## config.mk

```make
export PLATFORM = sky130hd
export DESIGN_NAME = scan_boundary_unit
export DESIGN_NICKNAME = d
export VERILOG_FILES = /design/src/rtl/sbu_pkg.sv /design/src/rtl/sbu_decode.sv /design/src/rtl/sbu_dr.sv /design/src/rtl/sbu_bsr.sv /design/src/rtl/scan_boundary_unit.sv
export SDC_FILE = /design/constraint.sdc
export NUM_CORES = 1
export LEC_CHECK = 0
export BUFFER_PORTS_ARGS = -buffer_cell sky130_fd_sc_hd__buf_2
export CORE_ASPECT_RATIO = 1.4
export CORE_MARGIN = 4
export CORE_UTILIZATION = 48
export CTS_CLUSTER_DIAMETER = 150
export DETAILED_ROUTE_END_ITERATION = 12
export HOLD_SLACK_MARGIN = 0.1
export PLACE_DENSITY = 0.72
export SLEW_MARGIN = 20
export SYNTH_ARGS = -nofsm -noshare
export SYNTH_HDL_FRONTEND = slang
export SYNTH_SLANG_ARGS = --single-unit
```

## constraint.sdc

```tcl
create_clock -name tck -period 1.64 [get_ports tck]
set_input_delay 0.246 -clock tck [delete_from_list [all_inputs] [get_ports tck]]
set_output_delay 0.246 -clock tck [all_outputs]
set_load 0.01 [all_outputs]
```

## src/rtl/sbu_pkg.sv

```systemverilog
// Shared definitions for the boundary scan unit: instruction codes and
// the decoded control bundle. Assumes a four-bit instruction register.
package sbu_pkg;
    localparam int IR_W = 4;

    localparam logic [IR_W-1:0] OP_FLOAT  = 4'h6;
    localparam logic [IR_W-1:0] OP_CLAMP  = 4'h7;
    localparam logic [IR_W-1:0] OP_READ   = 4'h8;
    localparam logic [IR_W-1:0] OP_SELF   = 4'h9;
    localparam logic [IR_W-1:0] OP_TOGGLE = 4'hA;
    localparam logic [IR_W-1:0] OP_CTRL   = 4'hB;
    localparam logic [IR_W-1:0] OP_BYPASS = 4'hF;

    typedef enum logic [1:0] {
        PATH_BYP = 2'd0,
        PATH_BSR = 2'd1,
        PATH_CTL = 2'd2
    } path_e;

    typedef struct packed {
        path_e path;       // register between tdi and tdo
        logic  bsr_inv;    // boundary capture loads inverse
        logic  test_mode;  // core/pins fed from shadow stages
        logic  oe;         // output pins driven
        logic  toggle;     // output toggle in Run-Test/Idle
    } ctl_t;
endpackage

```

## src/rtl/sbu_decode.sv

```systemverilog
// Instruction decoder. Maps the instruction code to the scan path
// choice, capture behaviour and pin/core mode. Purely combinational;
// assumes the code is stable for a whole test-clock period.
module sbu_decode
    import sbu_pkg::*;
(
    input  logic [IR_W-1:0] ir_code,
    output ctl_t            dec
);
    // Decode one code into the control bundle; unlisted codes act as bypass.
    always_comb begin
        dec           = '0;
        dec.path      = PATH_BYP;
        dec.oe        = 1'b1;
        unique case (ir_code)
            OP_FLOAT:  dec.oe = 1'b0;
            OP_CLAMP:  dec.test_mode = 1'b1;
            OP_READ:   dec.path = PATH_BSR;
            OP_SELF: begin
                dec.path    = PATH_BSR;
                dec.bsr_inv = 1'b1;
            end
            OP_TOGGLE: begin
                dec.test_mode = 1'b1;
                dec.toggle    = 1'b1;
            end
            OP_CTRL:   dec.path = PATH_CTL;
            default:   dec.path = PATH_BYP;
        endcase
    end
endmodule

```

## src/rtl/sbu_dr.sv

```systemverilog
// Simple shift-only data register (bypass bit or control register).
// Shifts LSB-first on rising tck when selected in Shift-DR. In Capture-DR
// it either loads zero (CAP_ZERO=1) or keeps its contents.
module sbu_dr #(
    parameter int   W        = 1,
    parameter logic CAP_ZERO = 1'b0
) (
    input  logic tck,
    input  logic rst_n,
    input  logic tdi,
    input  logic sel,
    input  logic capture,
    input  logic shift,
    output logic so
);
    logic [W-1:0] q;
    logic [W-1:0] nxt;

    generate
        if (W == 1) begin : g_one
            assign nxt = tdi;
        end else begin : g_many
            assign nxt = {tdi, q[W-1:1]};
        end
    endgenerate

    // Capture or shift the register on the rising test clock.
    always_ff @(posedge tck) begin
        if (!rst_n) begin
            q <= '0;
        end else if (sel && capture) begin
            if (CAP_ZERO) q <= '0;
        end else if (sel && shift) begin
            q <= nxt;
        end
    end

    assign so = q[0];
endmodule

```

## src/rtl/sbu_bsr.sv

```systemverilog
// Boundary register: N input cells (bits 0..N-1) then N output cells
// (bits N..2N-1). Shift stages act on rising tck, shadow stages load on
// falling tck. Assumes at most one state strobe is high at a time.
module sbu_bsr #(
    parameter int N = 8
) (
    input  logic           tck,
    input  logic           rst_n,
    input  logic           tdi,
    input  logic           sel,
    input  logic           capture,
    input  logic           shift,
    input  logic           update,
    input  logic           idle,
    input  logic           invert,
    input  logic           toggle,
    output logic [2*N-1:0] shadow,
    output logic           so
);
    localparam int W = 2 * N;

    logic [W-1:0] stage;
    logic [W-1:0] chain_in;

    assign chain_in = {tdi, stage[W-1:1]};

    generate
        for (genvar i = 0; i < W; i++) begin : g_cell
            localparam logic CAN_TOG = (i >= N);
            logic st_q;
            logic sh_q;
            logic tog_en;

            assign tog_en = toggle && idle && CAN_TOG;

            // Shift stage: capture, shift or toggle on the rising edge.
            always_ff @(posedge tck) begin
                if (!rst_n) begin
                    st_q <= 1'b0;
                end else if (sel && capture) begin
                    if (invert) st_q <= ~st_q;
                end else if (sel && shift) begin
                    st_q <= chain_in[i];
                end else if (tog_en) begin
                    st_q <= ~st_q;
                end
            end

            // Shadow stage: load from the shift stage on the falling edge.
            always_ff @(negedge tck) begin
                if (!rst_n) begin
                    sh_q <= 1'b0;
                end else if ((sel && update) || tog_en) begin
                    sh_q <= st_q;
                end
            end

            assign stage[i]  = st_q;
            assign shadow[i] = sh_q;
        end
    endgenerate

    assign so = stage[0];
endmodule

```

## src/rtl/scan_boundary_unit.sv

```systemverilog
// Top of the boundary scan unit. Decodes the instruction, hosts the
// bypass bit, control register and boundary register, muxes TDO on the
// falling edge and routes core/pin data. The TAP controller and the
// instruction register are outside; their state arrives as strobes.
module scan_boundary_unit
    import sbu_pkg::*;
#(
    parameter int N_BITS = 8,
    parameter int CTRL_W = 3
) (
    input  logic              tck,
    input  logic              rst_n,
    input  logic              tdi,
    input  logic [IR_W-1:0]   ir_code,
    input  logic              st_capture,
    input  logic              st_shift,
    input  logic              st_update,
    input  logic              st_idle,
    input  logic [N_BITS-1:0] pin_in,
    input  logic [N_BITS-1:0] core_out,
    output logic [N_BITS-1:0] core_in,
    output logic [N_BITS-1:0] pin_out,
    output logic              pin_oe,
    output logic              tdo
);
    localparam int BSR_W = 2 * N_BITS;

    ctl_t             dec;
    logic             sel_byp, sel_bsr, sel_ctl;
    logic             byp_so, ctl_so, bsr_so;
    logic [BSR_W-1:0] shadow;
    logic             tdo_q;

    sbu_decode u_dec (
        .ir_code (ir_code),
        .dec     (dec)
    );

    assign sel_byp = (dec.path == PATH_BYP);
    assign sel_bsr = (dec.path == PATH_BSR);
    assign sel_ctl = (dec.path == PATH_CTL);

    sbu_dr #(.W(1), .CAP_ZERO(1'b1)) u_byp (
        .tck     (tck),
        .rst_n   (rst_n),
        .tdi     (tdi),
        .sel     (sel_byp),
        .capture (st_capture),
        .shift   (st_shift),
        .so      (byp_so)
    );

    sbu_dr #(.W(CTRL_W), .CAP_ZERO(1'b0)) u_ctl (
        .tck     (tck),
        .rst_n   (rst_n),
        .tdi     (tdi),
        .sel     (sel_ctl),
        .capture (st_capture),
        .shift   (st_shift),
        .so      (ctl_so)
    );

    sbu_bsr #(.N(N_BITS)) u_bsr (
        .tck     (tck),
        .rst_n   (rst_n),
        .tdi     (tdi),
        .sel     (sel_bsr),
        .capture (st_capture),
        .shift   (st_shift),
        .update  (st_update),
        .idle    (st_idle),
        .invert  (dec.bsr_inv),
        .toggle  (dec.toggle),
        .shadow  (shadow),
        .so      (bsr_so)
    );

    // Present the selected register's bit 0 on TDO at the falling edge.
    always_ff @(negedge tck) begin
        if (!rst_n) begin
            tdo_q <= 1'b0;
        end else begin
            unique case (dec.path)
                PATH_BSR: tdo_q <= bsr_so;
                PATH_CTL: tdo_q <= ctl_so;
                default:  tdo_q <= byp_so;
            endcase
        end
    end

    // Route pin and core data either straight through or from the shadows.
    always_comb begin
        core_in = dec.test_mode ? shadow[N_BITS-1:0]     : pin_in;
        pin_out = dec.test_mode ? shadow[BSR_W-1:N_BITS] : core_out;
        pin_oe  = dec.oe;
    end

    assign tdo = tdo_q;
endmodule

```

==> summary.txt <==
Status
  • Status: finished with violations
  • Violated checks: negative setup slack

GRT
  • First-pass GRT wire length: 8776 µm
  • Initial antenna violation count: 0
  • Vias in the first global route: 1,983
  • Total GRT Usage: 0.2213
  • Global route overflow: 0
  • Largest net degree at the start of global routing: 28

Synth
  • Asr flop ratio synth: 0
  • Primary FF master, synth: dfxtp_1
  • Yosys cell types: 33
  • Syn_nets: 239
  • Post-Syn Area: 1942 µm²
  • Avg Inst Size Synth: 9.291 µm²
  • FF+latch count, synth: 37
  • Post-synth EDFFs: 0
  • Mapped Cells: 209
  • Ys Warns: 0
  • Sequential area share after synthesis: 0.3814

Drt
  • Post-DR vias/cell: 5.603
  • DRT Pass-1 Iters: 4
  • Routed WL: 5732 µm
  • Via Count: 1,961
  • Antenna viol nets, final: 0
  • DRC errors left: 0
  • Routed length per instance: 16.38 µm
  • Iter 0 DRT Violations: 94

CTS
  • Clock Sinks: 37
  • H-Tree Depth: 2
  • Hold Buf Count CTS: 0
  • Reg clk slew, reported paths: 0.09 ns
  • Root Driver: clkbuf_8
  • Clock buffer depth: 2
  • Clk_lat worst skew: 0.39 ns
  • CTS tree: done
  • CTS buffer count: 5

Floorplanning
  • Die area: 5141 µm²
  • Io pins: 45
  • Die W: 61.76 µm
  • Initial Utilization: 0.4955
  • Height of the die: 83.26 µm
  • Std-Cell Rows: 27
  • CORE AREA: 3919 µm²

Power
  • Net Sw Frac: 0.3145
  • Sequential Power Share: 0.424
  • Pint: 1.526 mW
  • Power per cell area: 708.6 nW/µm²
  • Sw power: 700.1 µW
  • Combinational power share: 0.190
  • Leak: 1.379 nW
  • Worst VDD drop: 835.0 µV
  • Clock share of power: 0.385

STA
  • RSZ-0062 raised after global routing: true
  • Slew @ Worst Pin: 0.3469 ns
  • Final Max Slew Viols: 0
  • Fin. Hold Viols: 0
  • Final TNS setup: -13.74 ns
  • Slack of the critical path: -0.5423 ns
  • Worst hold margin: 0.2496 ns
  • Final setup viols: 49
  • Skew final: 0.09351 ns
  • Rel. slew slack: 0.7683

Worst hold path
  • HP Class: in -> reg
  • Hold Path Sink: u_ctl.q[2]
  • Hold Path Origin: tdi
  • Hold path depth: 3

Cells and area
  • Fill cells: 233
  • Commonest non-fill, non-tap cells in the layout: nand2_1, buf_4, buf_2, dfxtp_1, buf_6
  • Layout Nets: 336
  • N_diodes: 0
  • Area grow syn2layout: 61.79%
  • Layout cells sized above 1: 0.5212
  • Commonest non-fill, non-tap cell in the layout: nand2_1
  • Design Area, Final: 3142 µm²

Placement
  • PortBufs: 44
  • Global placement routability congestion: 0.7858
  • Post-DP Area: 2432 µm²
  • Final HPWL DP: 3107 µm
  • Pre-CTS WS: -0.7508 ns

Critical path
  • Crit path DAT: 1.94 ns
  • Crit path kind: reg -> out
  • Critical Path RT: 1.39 ns
  • Crit. End Element: primary output
  • Critical R2R Capture: tdo
  • Element type at the critical path start: register
  • Reg-to-reg slack, setup: 0.08 ns
  • Worst-path cell chain: mux2_4 > buf_6
  • Critical R2R Launch: u_bsr.so
  • CP max stage delay: 0.33 ns
  • CP max-delay cell: dfxtp_2
  • Critical path peak fanout: 2
  • Worst Reg-to-Reg Cells: 3

Job
  • Max-cap viol count: 0
cell families (layout without fill, tap and decap cells):
family / Yosys count / count (layout) / synth area share
and+or+nand+nor: 77 / 77 / 0.1991
AOI/OAI and AO/OA: 45 / 45 / 0.1894
DFF: 37 / 37 / 0.3814
buffers and inverters: 15 / 113 / 0.03544
muxes: 32 / 32 / 0.1753
adders and majority gates: 3 / 3 / 0.01933
layer usage:
layer / vias to the layer above / part of all wire / track usage
met2: 66 / 0.53 / 0.3708
met5: - / 0 / 0
met4: 0 / 0.047 / 0.1042
met1: 933 / 0.37 / 0.2471
li1: 939 / - / -
met3: 23 / 0.049 / 0.05910
how the worst max path moves through the flow:
stage / start / to / slack (ns)
2_1_floorplan: ir_code[3] / u_bsr.g_cell[10].sh_q / -0.70
4_1_cts: u_bsr.g_cell[1].sh_q / core_in[1] / -0.50
3_3_place_gp: ir_code[3] / u_bsr.g_cell[10].sh_q / -0.71
5_1_grt: u_bsr.g_cell[4].sh_q / core_in[4] / -0.56
3_5_place_dp: ir_code[3] / u_bsr.g_cell[12].sh_q / -0.75
6_report: u_bsr.g_cell[10].sh_q / pin_out[2] / -0.54
flip-flops by register name, summed over array words and instances, names as in the netlist:
register,count
u_bsr.g_cell.sh_q,16
u_bsr.g_cell.st_q,15
u_ctl.q,3
tdo,1
u_bsr.so,1
u_byp.so,1
repair_timing:
item / in CTS / in global routing
gates cloned: 2 / 0
pin swaps: 20 / 10
setup buffers: 9 / 5
resized for setup: 76 / 33
setup endpoints to repair: 50 / 50
power groups by stage:
stage | clock (mW) | sequential, mW | combinational, mW
3_3_place_gp | 0.0672 | 0.959 | 0.288
3_5_place_dp | 0.0672 | 0.959 | 0.295
5_1_grt | 0.926 | 0.947 | 0.455
4_1_cts | 0.849 | 0.943 | 0.410
2_1_floorplan | 0.0672 | 0.954 | 0.173
6_report | 0.858 | 0.945 | 0.424
cell usage after synthesis, types with 2 or more instances:
| cell | n | area [µm²] |
|---|---|---|
| nand3_1 | 12 | 60.06 |
| dfxtp_1 | 37 | 740.7 |
| nor2b_1 | 11 | 68.82 |
| mux2i_1 | 16 | 160.2 |
| ha_1 | 3 | 37.54 |
| o211a_1 | 3 | 30.03 |
| nand2_1 | 45 | 168.9 |
| and2_1 | 2 | 12.51 |
| o21ai_0 | 7 | 35.03 |
| a21boi_0 | 11 | 82.58 |
| o211ai_1 | 11 | 82.58 |
| inv_1 | 3 | 11.26 |
| mux2_2 | 16 | 180.2 |
| o2111ai_1 | 5 | 43.79 |
| nand3b_1 | 2 | 15.01 |
| clkbuf_1 | 8 | 30.03 |
critical path, delay by kind of cell, from the launching register on:
kind     cells  cell delay [ns]
flops        1             0.33
mux          1             0.27
buf+inv      1             0.12
per-stage QoR:
stage,std cells,total power [mW],util
2_1_floorplan,209,1.194,-
3_5_place_dp,313,1.322,0.6207
5_1_grt,350,2.328,0.8017
3_3_place_gp,313,1.314,0.6207
4_1_cts,347,2.201,0.7743
6_report,350,2.226,0.8017
final cells by class:
class                           count  area, µm²  share of cell area
Clock buffer                        5      68.82             0.02190
Tap cell                           43      53.80             0.01712
Clock inverter                     20      87.58             0.02788
Inverter                            2      10.01            0.003186
Sequential cell                    37      754.5              0.2401
Timing Repair Buffer               86      769.5              0.2449
Multi-Input combinational cell    157       1398              0.4448
(Power assumes the default switching activity.)
